$ cat config.mk
export PLATFORM = sky130hd
export DESIGN_NAME = gpx_port_regfile
export DESIGN_NICKNAME = d
export VERILOG_FILES = /design/src/rtl/gpx_pkg.sv /design/src/rtl/gpx_bank.sv /design/src/rtl/gpx_access_fsm.sv /design/src/rtl/gpx_port_regfile.sv
export SDC_FILE = /design/constraint.sdc
export NUM_CORES = 1
export LEC_CHECK = 0
export BUFFER_PORTS_ARGS = -buffer_cell sky130_fd_sc_hd__buf_2
export CORE_UTILIZATION = 51
export CTS_CLUSTER_SIZE = 14
export DETAILED_ROUTE_END_ITERATION = 7
export PLACE_DENSITY = 0.76
export SLEW_MARGIN = 20
export SYNTH_ARGS = -nofsm -noshare
export SYNTH_HDL_FRONTEND = slang
export SYNTH_SLANG_ARGS = --single-unit
$ cat constraint.sdc
create_clock -name clk -period 1.6 [get_ports clk]
set_clock_uncertainty 0.2 [all_clocks]
set_input_delay 0.16 -clock clk [delete_from_list [all_inputs] [get_ports clk]]
set_output_delay 0.16 -clock clk [all_outputs]
set_load 0.02 [all_outputs]
$ cat src/rtl/gpx_pkg.sv
package gpx_pkg;

    // register kind carried in the upper address field
    typedef enum logic [2:0] {
        K_IN  = 3'd0,
        K_OUT = 3'd1,
        K_POL = 3'd2,
        K_CFG = 3'd3,
        K_MSK = 3'd4
    } reg_kind_e;

    // read access state machine
    typedef enum logic {
        S_IDLE = 1'b0,
        S_RESP = 1'b1
    } acc_state_e;

endpackage

$ cat src/rtl/gpx_bank.sv
module gpx_bank
    import gpx_pkg::*;
#(
    parameter int BANK_W = 8
) (
    input  logic              clk,
    input  logic              rst,
    input  logic              wr_sel,
    input  logic [2:0]        kind,
    input  logic [BANK_W-1:0] wdata,
    input  logic [BANK_W-1:0] pin_in,
    output logic [BANK_W-1:0] out_q,
    output logic [BANK_W-1:0] pol_q,
    output logic [BANK_W-1:0] cfg_q,
    output logic [BANK_W-1:0] msk_q,
    output logic [BANK_W-1:0] in_view
);

    logic [BANK_W-1:0] in_smp;

    always_ff @(posedge clk) begin
        if (rst) begin
            out_q  <= '0;
            pol_q  <= '0;
            cfg_q  <= '1;
            msk_q  <= '1;
            in_smp <= '0;
        end else begin
            in_smp <= pin_in;
            if (wr_sel) begin
                case (kind)
                    K_OUT:   out_q <= wdata;
                    K_POL:   pol_q <= wdata;
                    K_CFG:   cfg_q <= wdata;
                    K_MSK:   msk_q <= wdata;
                    default: ;
                endcase
            end
        end
    end

    assign in_view = in_smp ^ pol_q;

    AST_RESET_DEFAULTS: assert property (@(posedge clk) disable iff (rst)
        $past(rst) |-> (cfg_q == '1 && msk_q == '1 && out_q == '0 && pol_q == '0));

    AST_INPUT_WRITE_INERT: assert property (@(posedge clk) disable iff (rst)
        (wr_sel && kind == K_IN) |=> ($stable(out_q) && $stable(pol_q) && $stable(cfg_q) && $stable(msk_q)));

endmodule

$ cat src/rtl/gpx_access_fsm.sv
module gpx_access_fsm
    import gpx_pkg::*;
#(
    parameter int NUM_BANKS = 5,
    parameter int BANK_W    = 8,
    parameter int ADDR_W    = 6,
    parameter int BSEL_W    = 3
) (
    input  logic                        clk,
    input  logic                        rst,
    input  logic                        rd_en,
    input  logic [ADDR_W-1:0]           rd_addr,
    input  logic [NUM_BANKS*BANK_W-1:0] in_all,
    input  logic [NUM_BANKS*BANK_W-1:0] out_all,
    input  logic [NUM_BANKS*BANK_W-1:0] pol_all,
    input  logic [NUM_BANKS*BANK_W-1:0] cfg_all,
    input  logic [NUM_BANKS*BANK_W-1:0] msk_all,
    output logic [BANK_W-1:0]           rdata,
    output logic                        rd_valid
);

    localparam int KIND_W = ADDR_W - BSEL_W;

    acc_state_e        state_q, state_d;
    logic [BSEL_W-1:0] bank;
    logic [KIND_W-1:0] kind;
    logic [BANK_W-1:0] word;

    assign bank = rd_addr[BSEL_W-1:0];
    assign kind = rd_addr[ADDR_W-1:BSEL_W];

    // read select: unmapped kinds and banks give zero
    always_comb begin
        word = '0;
        for (int b = 0; b < NUM_BANKS; b++) begin
            if (bank == BSEL_W'(b)) begin
                case (kind)
                    KIND_W'(K_IN):  word = in_all [b*BANK_W +: BANK_W];
                    KIND_W'(K_OUT): word = out_all[b*BANK_W +: BANK_W];
                    KIND_W'(K_POL): word = pol_all[b*BANK_W +: BANK_W];
                    KIND_W'(K_CFG): word = cfg_all[b*BANK_W +: BANK_W];
                    KIND_W'(K_MSK): word = msk_all[b*BANK_W +: BANK_W];
                    default:        word = '0;
                endcase
            end
        end
    end

    always_comb begin
        state_d = state_q;
        unique case (state_q)
            S_IDLE: state_d = rd_en ? S_RESP : S_IDLE;  // issue / rest
            S_RESP: state_d = rd_en ? S_RESP : S_IDLE;  // chain / drain
            default: state_d = S_IDLE;
        endcase
    end

    always_ff @(posedge clk) begin
        if (rst) state_q <= S_IDLE;
        else     state_q <= state_d;
    end

    always_ff @(posedge clk) begin
        if (rst)        rdata <= '0;
        else if (rd_en) rdata <= word;
    end

    assign rd_valid = (state_q == S_RESP);

    AST_VALID_FOLLOWS_READ: assert property (@(posedge clk) disable iff (rst)
        rd_en |=> rd_valid);

    AST_NO_SPURIOUS_VALID: assert property (@(posedge clk) disable iff (rst)
        !rd_en |=> !rd_valid);

    AST_UNMAPPED_READS_ZERO: assert property (@(posedge clk) disable iff (rst)
        (rd_en && (kind > KIND_W'(K_MSK) || int'(bank) >= NUM_BANKS)) |=> (rdata == '0));

endmodule

$ cat src/rtl/gpx_port_regfile.sv
module gpx_port_regfile
    import gpx_pkg::*;
#(
    parameter int NUM_BANKS = 5,
    parameter int BANK_W    = 8,
    parameter int ADDR_W    = 6
) (
    input  logic                        clk,
    input  logic                        rst,
    input  logic                        wr_en,
    input  logic                        rd_en,
    input  logic [ADDR_W-1:0]           addr,
    input  logic [BANK_W-1:0]           wdata,
    output logic [BANK_W-1:0]           rdata,
    output logic                        rd_valid,
    input  logic [NUM_BANKS*BANK_W-1:0] pin_in,
    output logic [NUM_BANKS*BANK_W-1:0] pin_out,
    output logic [NUM_BANKS*BANK_W-1:0] pin_oe,
    input  logic                        oe_n
);

    localparam int PINS   = NUM_BANKS * BANK_W;
    localparam int BSEL_W = 3;
    localparam int KIND_W = ADDR_W - BSEL_W;

    logic [PINS-1:0]   in_all, out_all, pol_all, cfg_all, msk_all;
    logic [KIND_W-1:0] kind;
    logic [BSEL_W-1:0] bank;

    assign kind = addr[ADDR_W-1:BSEL_W];
    assign bank = addr[BSEL_W-1:0];

    for (genvar b = 0; b < NUM_BANKS; b++) begin : g_bank
        logic wr_sel;
        assign wr_sel = wr_en && (bank == BSEL_W'(b));

        gpx_bank #(.BANK_W(BANK_W)) u_bank (
            .clk     (clk),
            .rst     (rst),
            .wr_sel  (wr_sel),
            .kind    (3'(kind)),
            .wdata   (wdata),
            .pin_in  (pin_in [b*BANK_W +: BANK_W]),
            .out_q   (out_all[b*BANK_W +: BANK_W]),
            .pol_q   (pol_all[b*BANK_W +: BANK_W]),
            .cfg_q   (cfg_all[b*BANK_W +: BANK_W]),
            .msk_q   (msk_all[b*BANK_W +: BANK_W]),
            .in_view (in_all [b*BANK_W +: BANK_W])
        );

        AST_OUT_WRITE_LANDS: assert property (@(posedge clk) disable iff (rst)
            (wr_sel && kind == KIND_W'(K_OUT)) |=> (pin_out[b*BANK_W +: BANK_W] == $past(wdata)));
    end

    gpx_access_fsm #(
        .NUM_BANKS (NUM_BANKS),
        .BANK_W    (BANK_W),
        .ADDR_W    (ADDR_W),
        .BSEL_W    (BSEL_W)
    ) u_fsm (
        .clk      (clk),
        .rst      (rst),
        .rd_en    (rd_en),
        .rd_addr  (addr),
        .in_all   (in_all),
        .out_all  (out_all),
        .pol_all  (pol_all),
        .cfg_all  (cfg_all),
        .msk_all  (msk_all),
        .rdata    (rdata),
        .rd_valid (rd_valid)
    );

    assign pin_out = out_all;
    assign pin_oe  = ~cfg_all & {PINS{~oe_n}};

    AST_OE_HIGH_TRISTATES: assert property (@(posedge clk) disable iff (rst)
        oe_n |-> (pin_oe == '0));

    AST_IDLE_KEEPS_DIRECTION: assert property (@(posedge clk) disable iff (rst)
        !wr_en |=> $stable(cfg_all));

endmodule

==> metrics.md, run 1 <==
| Metric | Value |
|---|---|
| Post-synthesis instance area | `9460 sq um` |
| Critical Path RT | `1860 ps` |
| Synthesis-to-finish area growth | `41.40%` |
| XOR/XNOR Fraction of Synth Area | `2.777%` |
| Share of the synthesized area in the top cell type | `44.23%` |
| Clk_lat worst skew | `520 ps` |
| Failing checks | `DRC, setup timing` |
| Synth Register Bits | `209` |
| DRC viols | `16` |
| Post-synth EDFFs | `0` |
| I/O pins | `148` |
| Initial Util | `52.31%` |
| Final Setup Violations | `4` |
| Nets@finish | `1533` |
| Post-route ant nets | `0` |
| Post-synthesis mux area share | `between 7 and 8%` |
| Vias in the first global route | `9398` |
| Max_slew headroom | `60.02%` |
| CTS max path bufs | `3` |
| Row cnt | `49` |
| Combinational family with the most area after synthesis | `simple AND/OR/NAND/NOR gates` |
| Share of post-route cells with drive strength above 1 | `30.55%` |
| Root Driver | `clkbuf_16` |
| GR Util All Layers | `39.24%` |
| Adder-cell share of the synthesized area | `0%` |
| CP Class | `reg -> reg` |
| Yosys warnings | `0` |
| Complex-gate fraction of the synthesized area | `11.70%` |
| CP Max Fanout | `1` |
| First-pass GRT wire length | `56.94 mm` |
| Sum Neg Setup Slack | `-306.5 ps` |
| 1st-pass router iterations | `7` |
| Max-Cap Viols | `0` |
| Final Cycle Share | `109.2%` |
| Gpl congestion | `0.9876` |
| Synth cell types | `66` |
| Fmax | `0.5723 GHz` |
| HPWL Detailed | `25.94 mm` |
| Final hold slack | `45.08 ps` |
| Final wirelength | `~38 mm` |
| Wire per inst | `22.07 microns` |
| Post-Synth Simple-Gate Area | `28.99%` |
| CP startpoint | `g_bank[0].u_bank.in_smp[2]` |
| Initial DRC count | `959` |
| Syn Nets | `1230` |
| Pwr Density | `920.4 nW/um^2` |
| RSZ-0062 raised after global routing | `true` |
| Antenna violations before repair | `0` |
| Vias | `10040` |
| Pre-CTS WS | `-427.5 ps` |
| Maximum vdd drop | `1.264 mV` |
| Largest area contributor in the netlist | `dfxtp_1` |
| Num CTS Buffers | `22` |
| Leak pwr | `6.135 nW` |
| CTS tree | `yes` |
| Mean number of vias per cell | `5.855` |
| Final WS setup | `-147.2 ps` |
| Die H | `between 100 and 150 microns` |
| Final worst path period need | `1747 ps` |
| Clock net sink count | `around 210` |
| Most common cell in the synthesized netlist | `nand2_1` |
| Sequential-to-total area share from yosys stat | `approximately 44%` |
| PnR Total Power | `12.31 mW` |
| Async set-reset flop share out of synthesis | `0%` |
| Synth top area cells | `dfxtp_1, nand2_1, nand3_1` |
| Synth top cells by count | `nand2_1, dfxtp_1, nand3_1` |
| Hold Violations, Final | `0` |
| Die ar. | `19100 sq um` |
| Fin. max-slew vios | `0` |
| Synthesized area per cell | `8.079 sq um` |
| Post-Synthesis Cells | `1171` |
| Data arrival time of the critical path | `2010 ps` |
| IO buf count | `147` |
| Remaining global-route overflow | `0` |
| Critical Path End Type | `register` |
| Htree depth | `1` |
| Diode count | `0` |
| Hold Crit Class | `in -> reg` |
| Core area | `18090 sq um` |
| Outcome | `finished, violations left` |
| Die Wd | `138.2 microns` |
| Post-synth top flop | `dfxtp_1` |
| Reg-to-Reg Start | `g_bank[0].u_bank.in_smp[2]` |
| Slew @ Worst Pin | `599.7 ps` |
| Startpoint types | `register` |
| Hold path start | `addr[2]` |
| Reg clk slew, reported paths | `approximately 70 ps` |
| Largest net degree at the start of global routing | `60` |
critical path, cell delays in order, from the launching register on:
cell and delay, ps:
dfxtp_1 300, nor2b_4 130, xnor2_2 160, o211ai_1 170
o21ai_1 110, or4_4 520, a21oi_2 120
per-layer routing:
layer	part of all wire [%]	GRT usage, %
met4	3.5	13.84
met5	0	0
met1	42	55.13
met2	44	60.85
met3	10	6.616
where the power goes:
part           switching, mW  internal [mW]  total [mW]
combinational          0.812          0.653        1.46
clock                   2.17           3.33        5.50
sequential            0.0644           5.28        5.35
logic make-up (layout without fill, tap and decap cells):
logic type,count (synthesis),count (layout)
and+or+nand+nor,596,596
DFF,209,209
AOI/OAI and AO/OA,168,168
buffers and inverters,97,412
muxes,71,71
xor gates and xnor gates,30,30
what timing repair did:
item	4_1_cts	5_1_grt
pin swaps	16	25
endpoints found under the setup margin	18	26
setup buffers	3	0
hold buffers	50	0
gates resized for setup	65	57
endpoints found under the hold margin	174	0
cell usage in the layout, fill, tap and decap left out, drive strengths merged, types with 3 or more instances in the layout:
master	n
a211oi	6
a21oi	54
a221oi	9
a22o	3
a22oi	17
a31oi	11
a32oi	5
and2	5
and3	3
buf	319
bufinv	3
clkbuf	31
dfxtp	209
dlygate4sd3	50
inv	6
mux2	7
mux2i	64
nand2	231
nand2b	24
nand3	141
nor2	113
nor2b	59
nor3	7
o211ai	5
o21ai	23
o221ai	5
o22ai	7
o311ai	3
or2	3
xnor2	30
path summary, 6_finish.rpt:
path	slack, ps	depth (start not counted)	to
setup / recovery	-150	6	u_fsm.rdata[2]
hold / removal	50	4	u_fsm.rdata[3]
setup reg to reg	-150	6	u_fsm.rdata[2]
hold reg to reg	270	2	g_bank[2].u_bank.msk_q[5]
layout make-up:
| type | count | area, sq um |
|---|---|---|
| Inverter | 6 | 22.52 |
| Tap cell | 229 | 286.5 |
| Clock buffer | 30 | 653.1 |
| Sequential cell | 209 | 4230 |
| Fill cell | 1368 | 4710 |
| Multi-Input combinational cell | 865 | 5210 |
| Clock inverter | 6 | 111.4 |
| Timing Repair Buffer | 370 | 2863 |
through the flow:
step	cells	util (%)	area, sq um
finish	1715	73.96	13380
global route	1715	73.96	13380
CTS	1717	72.89	13180
detailed placement	1630	64.55	11670
global placement	1630	64.55	11670
floorplan	1171	-	9563
registers in the layout (all words and copies together), names as in the netlist:
name / cells
g_bank.u_bank.in_smp: 40
u_fsm.rdata: 8
g_bank.u_bank.cfg_q: 40
u_fsm.rd_valid: 1
g_bank.u_bank.pol_q: 40
g_bank.u_bank.out_q: 40
g_bank.u_bank.msk_q: 40
(Power assumes the default switching activity.)
==> inputs of run 2 (changes only) <==
--- a/config.mk
+++ b/config.mk
@@ -5,11 +5,13 @@
 export SDC_FILE = /design/constraint.sdc
 export NUM_CORES = 1
 export LEC_CHECK = 0
+export ABC_AREA = 1
 export BUFFER_PORTS_ARGS = -buffer_cell sky130_fd_sc_hd__buf_2
-export CORE_UTILIZATION = 51
+export CORE_UTILIZATION = 52
 export CTS_CLUSTER_SIZE = 14
 export DETAILED_ROUTE_END_ITERATION = 7
-export PLACE_DENSITY = 0.76
+export GPL_ROUTABILITY_DRIVEN = 0
+export PLACE_DENSITY = 0.77
 export SLEW_MARGIN = 20
 export SYNTH_ARGS = -nofsm -noshare
 export SYNTH_HDL_FRONTEND = slang
==> metrics.md, run 2 <==
| Metric | Value |
|---|---|
| Post-Synthesis Cells | `1418` |
| WP buf/inv | `4` |
| Root Driver | `clkbuf_16` |
| Commonest non-fill, non-tap cell in the layout | `nand2_1` |
| Remaining global-route overflow | `0` |
| Cell Count Post-Placement | `1814` |
| Cell family with the largest share of critical-path delay | `buffers and inverters` |
| Critical Path RT | `1790 ps` |
| Die H | `~140 microns` |
| Initial DRC count | `1096` |
| Post-route ant nets | `0` |
| FF/Latch Area | `4189 sq um` |
| Vias | `10580` |
| Die Wd | `140.6 microns` |
| Most frequent cells in the layout | `nand2_1, nor2_1, dfxtp_1` |
| 1st-pass router iterations | `8` |
| IO buf count | `147` |
| Data arrival time of the critical path | `1750 ps` |
| Synthesis-to-finish area growth | `31.89%` |
| Largest area contributor in the netlist | `dfxtp_1` |
| CP max stage delay | `550 ps` |
| CP Class | `in -> reg` |
| Max-Cap Viols | `0` |
| Synth top area cells | `dfxtp_1, nand2_1, nor2_1` |
| Core area | `18770 sq um` |
| Met1 Usage GRT | `43.24%` |
| Hold Crit Class | `in -> reg` |
| Slew @ Worst Pin | `roughly 540 ps` |
| Syn Nets | `1477` |
| Async set-reset flop share out of synthesis | `0%` |
| Cell Chain, Critical Path | `dlygate4sd3_1, clkbuf_4, clkbuf_16, nor2_1, dlygate4sd3_1` |
| Placed cell areas | `between 10000 and 15000 sq um` |
| Startpoint types | `primary input` |
| Initial Util | `53.22%` |
| Fin. max-slew vios | `0` |
| Post-route cell area | `13170 sq um` |
| Multi-input logic area | `between 4000 and 5000 sq um` |
| Final wirelength | `33.47 mm` |
| Antenna violations before repair | `0` |
| Clock net sink count | `209` |
| Nets@finish | `1754` |
| Sum Neg Setup Slack | `0 ps` |
| Most Frequent Cell on Critical Path | `dlygate4sd3_1` |
| Synth top cells by count | `nand2_1, nor2_1, dfxtp_1` |
| I/O pins | `148` |
| Leak pwr | `about 7 nW` |
| Synth Register Bits | `209` |
| Die ar. | `19770 sq um` |
| Post-synthesis instance area | `9988 sq um` |
| Grt met2 use | `54.71%` |
| Slowest stage cell on the critical path | `dlygate4sd3_1` |
| Num CTS Buffers | `23` |
| Fmax | `0.6414 GHz` |
| Maximum vdd drop | `around 0.74 mV` |
| Htree depth | `1` |
| CP Max Fanout | `32` |
| Final Setup Violations | `0` |
| Fin cells | `1943` |
| Share of the synthesized area in the top cell type | `41.89%` |
| Largest net degree at the start of global routing | `84` |
| Clk_lat worst skew | `520 ps` |
| Reg clk slew, reported paths | `60 ps` |
| Mean number of vias per cell | `approximately 5.4` |
| Max_slew headroom | `a little under two thirds` |
| Pwr Density | `915.8 nW/um^2` |
| HPWL Detailed | `about 22 mm` |
| Yosys warnings | `0` |
| Outcome | `finished, final reports clean` |
| Share of post-route cells with drive strength above 1 | `between 20% and 30%` |
| Final worst path period need | `1559 ps` |
| Fillers | `1452` |
| CTS tree | `yes` |
| Synth cell types | `36` |
| Post-synth top flop | `dfxtp_1` |
| CTS max path bufs | `3` |
| GRT Max-Usage Layer | `met2` |
| GR Util All Layers | `between 30% and 40%` |
| Row cnt | `50` |
| Diode count | `0` |
| Synthesized area per cell | `~7 sq um` |
| RSZ-0062 raised after global routing | `false` |
| Post-layout util | `70.19%` |
| Critical Path End Type | `register` |
| Hold Violations, Final | `0` |
| Final Cycle Share | `97.44%` |
| Most common cell in the synthesized netlist | `nand2_1` |
| Post-synth EDFFs | `0` |
| Final hold slack | `approximately 120 ps` |
| Vias in the first global route | `between 9000 and 10000` |
| DRC viols | `0` |
| Sequential-to-total area share from yosys stat | `between 40% and 50%` |
| GRT met3 Usage | `between 5 and 6%` |
| Wire per inst | `17.23 microns` |
| First-pass GRT wire length | `51.92 mm` |
[run 2: final timing paths]
path	from	endpoint	slack, ps	depth (start not counted)
min reg2reg	g_bank[4].u_bank.msk_q[7]	g_bank[4].u_bank.msk_q[7]	260	2
max reg2reg	g_bank[1].u_bank.cfg_q[0]	u_fsm.rdata[0]	60	10
max	rst	g_bank[1].u_bank.in_smp[6]	40	5
min	wr_en	g_bank[0].u_bank.msk_q[5]	120	6
[run 2: area by class of cell]
| class | count | share of cell area, % |
|---|---|---|
| clock buffer | 28 | 4.663 |
| tap | 234 | 2.222 |
| multi-input combinational | 975 | 36.24 |
| sequential | 209 | 31.80 |
| inverter | 150 | 4.445 |
| timing repair buffer | 336 | 19.56 |
| clock inverter | 11 | 1.064 |
[run 2: power by group]
part	total [mW]	internal, mW	switching [mW]
sequential	5.37	5.30	0.0685
combinational	1.34	0.545	0.790
clock	5.36	3.21	2.16
total	12.1	9.05	3.01
[run 2: tightest hold or removal path: stages]
cell and delay, ps:
buf_2 130, buf_4 150, nand2_2 150, nor2_4 70
nand2_1 50, nand3_1 70
[run 2: layer usage]
layer / wire length, microns / vias to the layer above
li1: - / 5050
met5: 0 / -
met4: 1738 / 0
met2: 15290 / 571
met1: 13470 / 4821
met3: 2967 / 136
[run 2: logic make-up (layout without fill, tap and decap cells)]
logic type / count (synthesis) / count (layout) / share of synthesized area, %
xor gates and xnor gates: 34 / 34 / 2.981
AOI/OAI and AO/OA: 196 / 196 / 10.60
DFF: 209 / 209 / 41.89
buffers and inverters: 234 / 525 / 10.53
and+or+nand+nor: 745 / 745 / 34.00
[run 2: repair_timing]
item / in CTS / in global routing
hold buffers: 89 / 0
endpoints found under the setup margin: 0 / 48
hold endpoints to repair: 132 / 0
resized for setup: 0 / 15
buffers inserted: 0 / 0
[run 2: stage by stage]
stage / power, mW / setup WS, ps
after global routing: 12.40 / 1.242
after global placement: 6.572 / -358.4
after detailed placement: 6.586 / -392.6
after CTS: 12.03 / 20.44
after floorplan: 6.119 / 26.75
final: 12.07 / 40.90
==> inputs of run 3 (changes only) <==
--- a/config.mk
+++ b/config.mk
@@ -11,8 +11,9 @@
 export CTS_CLUSTER_SIZE = 14
 export DETAILED_ROUTE_END_ITERATION = 7
 export GPL_ROUTABILITY_DRIVEN = 0
-export PLACE_DENSITY = 0.77
+export PLACE_DENSITY = 0.76
 export SLEW_MARGIN = 20
 export SYNTH_ARGS = -nofsm -noshare
 export SYNTH_HDL_FRONTEND = slang
+export SYNTH_HIERARCHICAL = 1
 export SYNTH_SLANG_ARGS = --single-unit
==> metrics.md, run 3 <==
| Metric | Value |
|---|---|
| Clock net sink count | `209` |
| Startpoint types | `register` |
| Synth top cells by count | `nand2_1, nand3_1, nor2_1` |
| GRT Max-Usage Layer | `met2` |
| GR Util All Layers | `33.08%` |
| CTS tree | `yes` |
| Wire per inst | `16.02 microns` |
| Critical Path RT | `1790 ps` |
| R2R cell count | `11` |
| Antenna violations before repair | `1` |
| Sum Neg Setup Slack | `-67.40 ps` |
| IO buf count | `147` |
| Final wirelength | `around 35 mm` |
| Die H | `144.3 microns` |
| Row cnt | `51` |
| Commonest non-fill, non-tap cell in the layout | `nand2_1` |
| Most common cell in the synthesized netlist | `nand2_1` |
| First-pass GRT wire length | `53.23 mm` |
| GRT met3 Usage | `4.967%` |
| Final Setup Violations | `2` |
| Synthesized area per cell | `approximately 6.5 sq um` |
| Post-synthesis instance area | `between 10000 and 15000 sq um` |
| Post-layout util | `a little over two thirds` |
| Fin. max-slew vios | `0` |
| Grt met2 use | `53.34%` |
| HPWL Detailed | `between 20 and 25 mm` |
| Hold Crit Depth | `3` |
| Max_slew headroom | `49.84%` |
| Largest net degree at the start of global routing | `approximately 40` |
| Final Cycle Share | `102.6%` |
| Async set-reset flop share out of synthesis | `0%` |
| Die Wd | `between 100 and 150 microns` |
| Vias in the first global route | `10310` |
| Synth cell types | `28` |
| CP Class | `reg -> reg` |
| Root Driver | `clkbuf_16` |
| Die ar. | `20820 sq um` |
| Syn Nets | `1669` |
| Initial DRC count | `1060` |
| Synthesis-to-finish area growth | `30.16%` |
| Post-route ant nets | `0` |
| Leak pwr | `about 7.2 nW` |
| Post-Synthesis Cells | `approximately 1600` |
| RSZ-0062 raised after global routing | `true` |
| Share of the synthesized area in the top cell type | `39.74%` |
| Yosys warnings | `6` |
| Initial Util | `53.57%` |
| Sequential-to-total area share from yosys stat | `39.74%` |
| Hold Crit Class | `in -> reg` |
| DRC viols | `0` |
| Synth Register Bits | `around 210` |
| Data arrival time of the critical path | `1830 ps` |
| Num CTS Buffers | `22` |
| CTS max path bufs | `3` |
| Max-Cap Viols | `0` |
| Post-synth top flop | `dfxtp_1` |
| Remaining global-route overflow | `0` |
| Failing checks | `setup timing` |
| Most frequent cells in the layout | `nand2_1, nand3_1, nor2_1` |
| Core area | `roughly 20000 sq um` |
| Final WS setup | `-41.59 ps` |
| Post-synth EDFFs | `0` |
| Reg clk slew, reported paths | `60 ps` |
| Clk_lat worst skew | `roughly 500 ps` |
| Met1 Usage GRT | `43.04%` |
| Mean number of vias per cell | `roughly 5.3` |
| Maximum vdd drop | `0.6387 mV` |
| Largest area contributor in the netlist | `dfxtp_1` |
| Htree depth | `1` |
| Synth top area cells | `dfxtp_1, nand2_1, nand3_1` |
| Fin cells | `2163` |
| Nets@finish | `1942` |
| CP Max Fanout | `2` |
| Pwr Density | `857.0 nW/um^2` |
| Pre-CTS WS | `-284.1 ps` |
| Vias | `11470` |
| Share of post-route cells with drive strength above 1 | `20.66%` |
| Fmax | `0.6092 GHz` |
| Critical Path End Type | `register` |
| Outcome | `finished, violations left` |
| Hold Violations, Final | `0` |
| Final worst path period need | `roughly 1600 ps` |
| Cell Count Post-Placement | `2073` |
| I/O pins | `roughly 150` |
| Slew @ Worst Pin | `around 750 ps` |
| 1st-pass router iterations | `6` |
==> run 3: changes by cell type after synthesis, sizes merged, moves of 21 or more <==
cell	change
nand3	+204
nand2	+113
o21ai	-98
clkbuf	-32
inv	+25
nand4	-23
buf	+21
==> run 3: logic make-up after synthesis <==
group,after synthesis,share of synthesized area (%)
flops,209,39.74
xor+xnor,40,3.328
buf+inv,247,10.51
compound gates,75,3.672
simple gates,1039,42.75
==> run 3: layout make-up <==
type,instances,area [sq um]
Antenna cell,1,2.502
Clock buffer,33,653.1
Clock inverter,5,25.02
Fill cell,1689,5951
Inverter,174,655.6
Multi-Input combinational cell,1154,5335
Sequential cell,209,4210
Tap cell,265,331.6
Timing Repair Buffer,322,2490
==> run 3: power breakdown <==
part	switching, mW	internal, mW	leakage, nW
logic	0.927	0.583	5.10
registers	0.0669	5.30	1.71
clock network	2.06	2.80	0.339
==> run 3: metal layers <==
metal / routed length, microns / part of all wire [%] / vias up
li1: - / - / 5609
met1: 14170 / 41 / 5134
met2: 15660 / 45 / 599
met3: 2936 / 8.5 / 132
met4: 1887 / 5.4 / 0
met5: 0 / 0 / -
==> run 3: per-stage QoR <==
step	hold slack, ps	total power, mW	area (sq um)
after detailed placement	166.3	6.825	12390
after global routing	10.64	12.11	13700
after CTS	3.412	11.74	13580
final	23.92	11.74	13700
after floorplan	66.97	6.197	10530
after global placement	159.6	6.806	12390
==> run 3: worst paths after layout <==
check                            startpoint                        end  slack [ps]
hold reg to reg   g_bank[0].u_bank/msk_q[3]  g_bank[0].u_bank/msk_q[3]         260
hold / removal                     wdata[0]  g_bank[4].u_bank/cfg_q[0]          20
setup / recovery  g_bank[1].u_bank/pol_q[2]             u_fsm/rdata[2]         -40
setup reg to reg  g_bank[1].u_bank/pol_q[2]             u_fsm/rdata[2]         -40
==> run 3: what timing repair did <==
action	4_1_cts	5_1_grt
endpoints found under the setup margin	3	8
pin swaps	3	29
hold buffers	50	0
buffers inserted	1	1
gates cloned	0	0
resized for setup	7	40
endpoints found under the hold margin	66	0
==> run 3: critical path, cell delays in order (launching register included) <==
cell and delay [ps]:
dfxtp_2 330, buf_4 130, nand4_1 70, nand2_1 60
nor2_1 140, nand2_1 120, nand2_1 100, nand3_2 80
nand2_2 100, nand2_2 60, nand2_2 60, a21oi_2 60
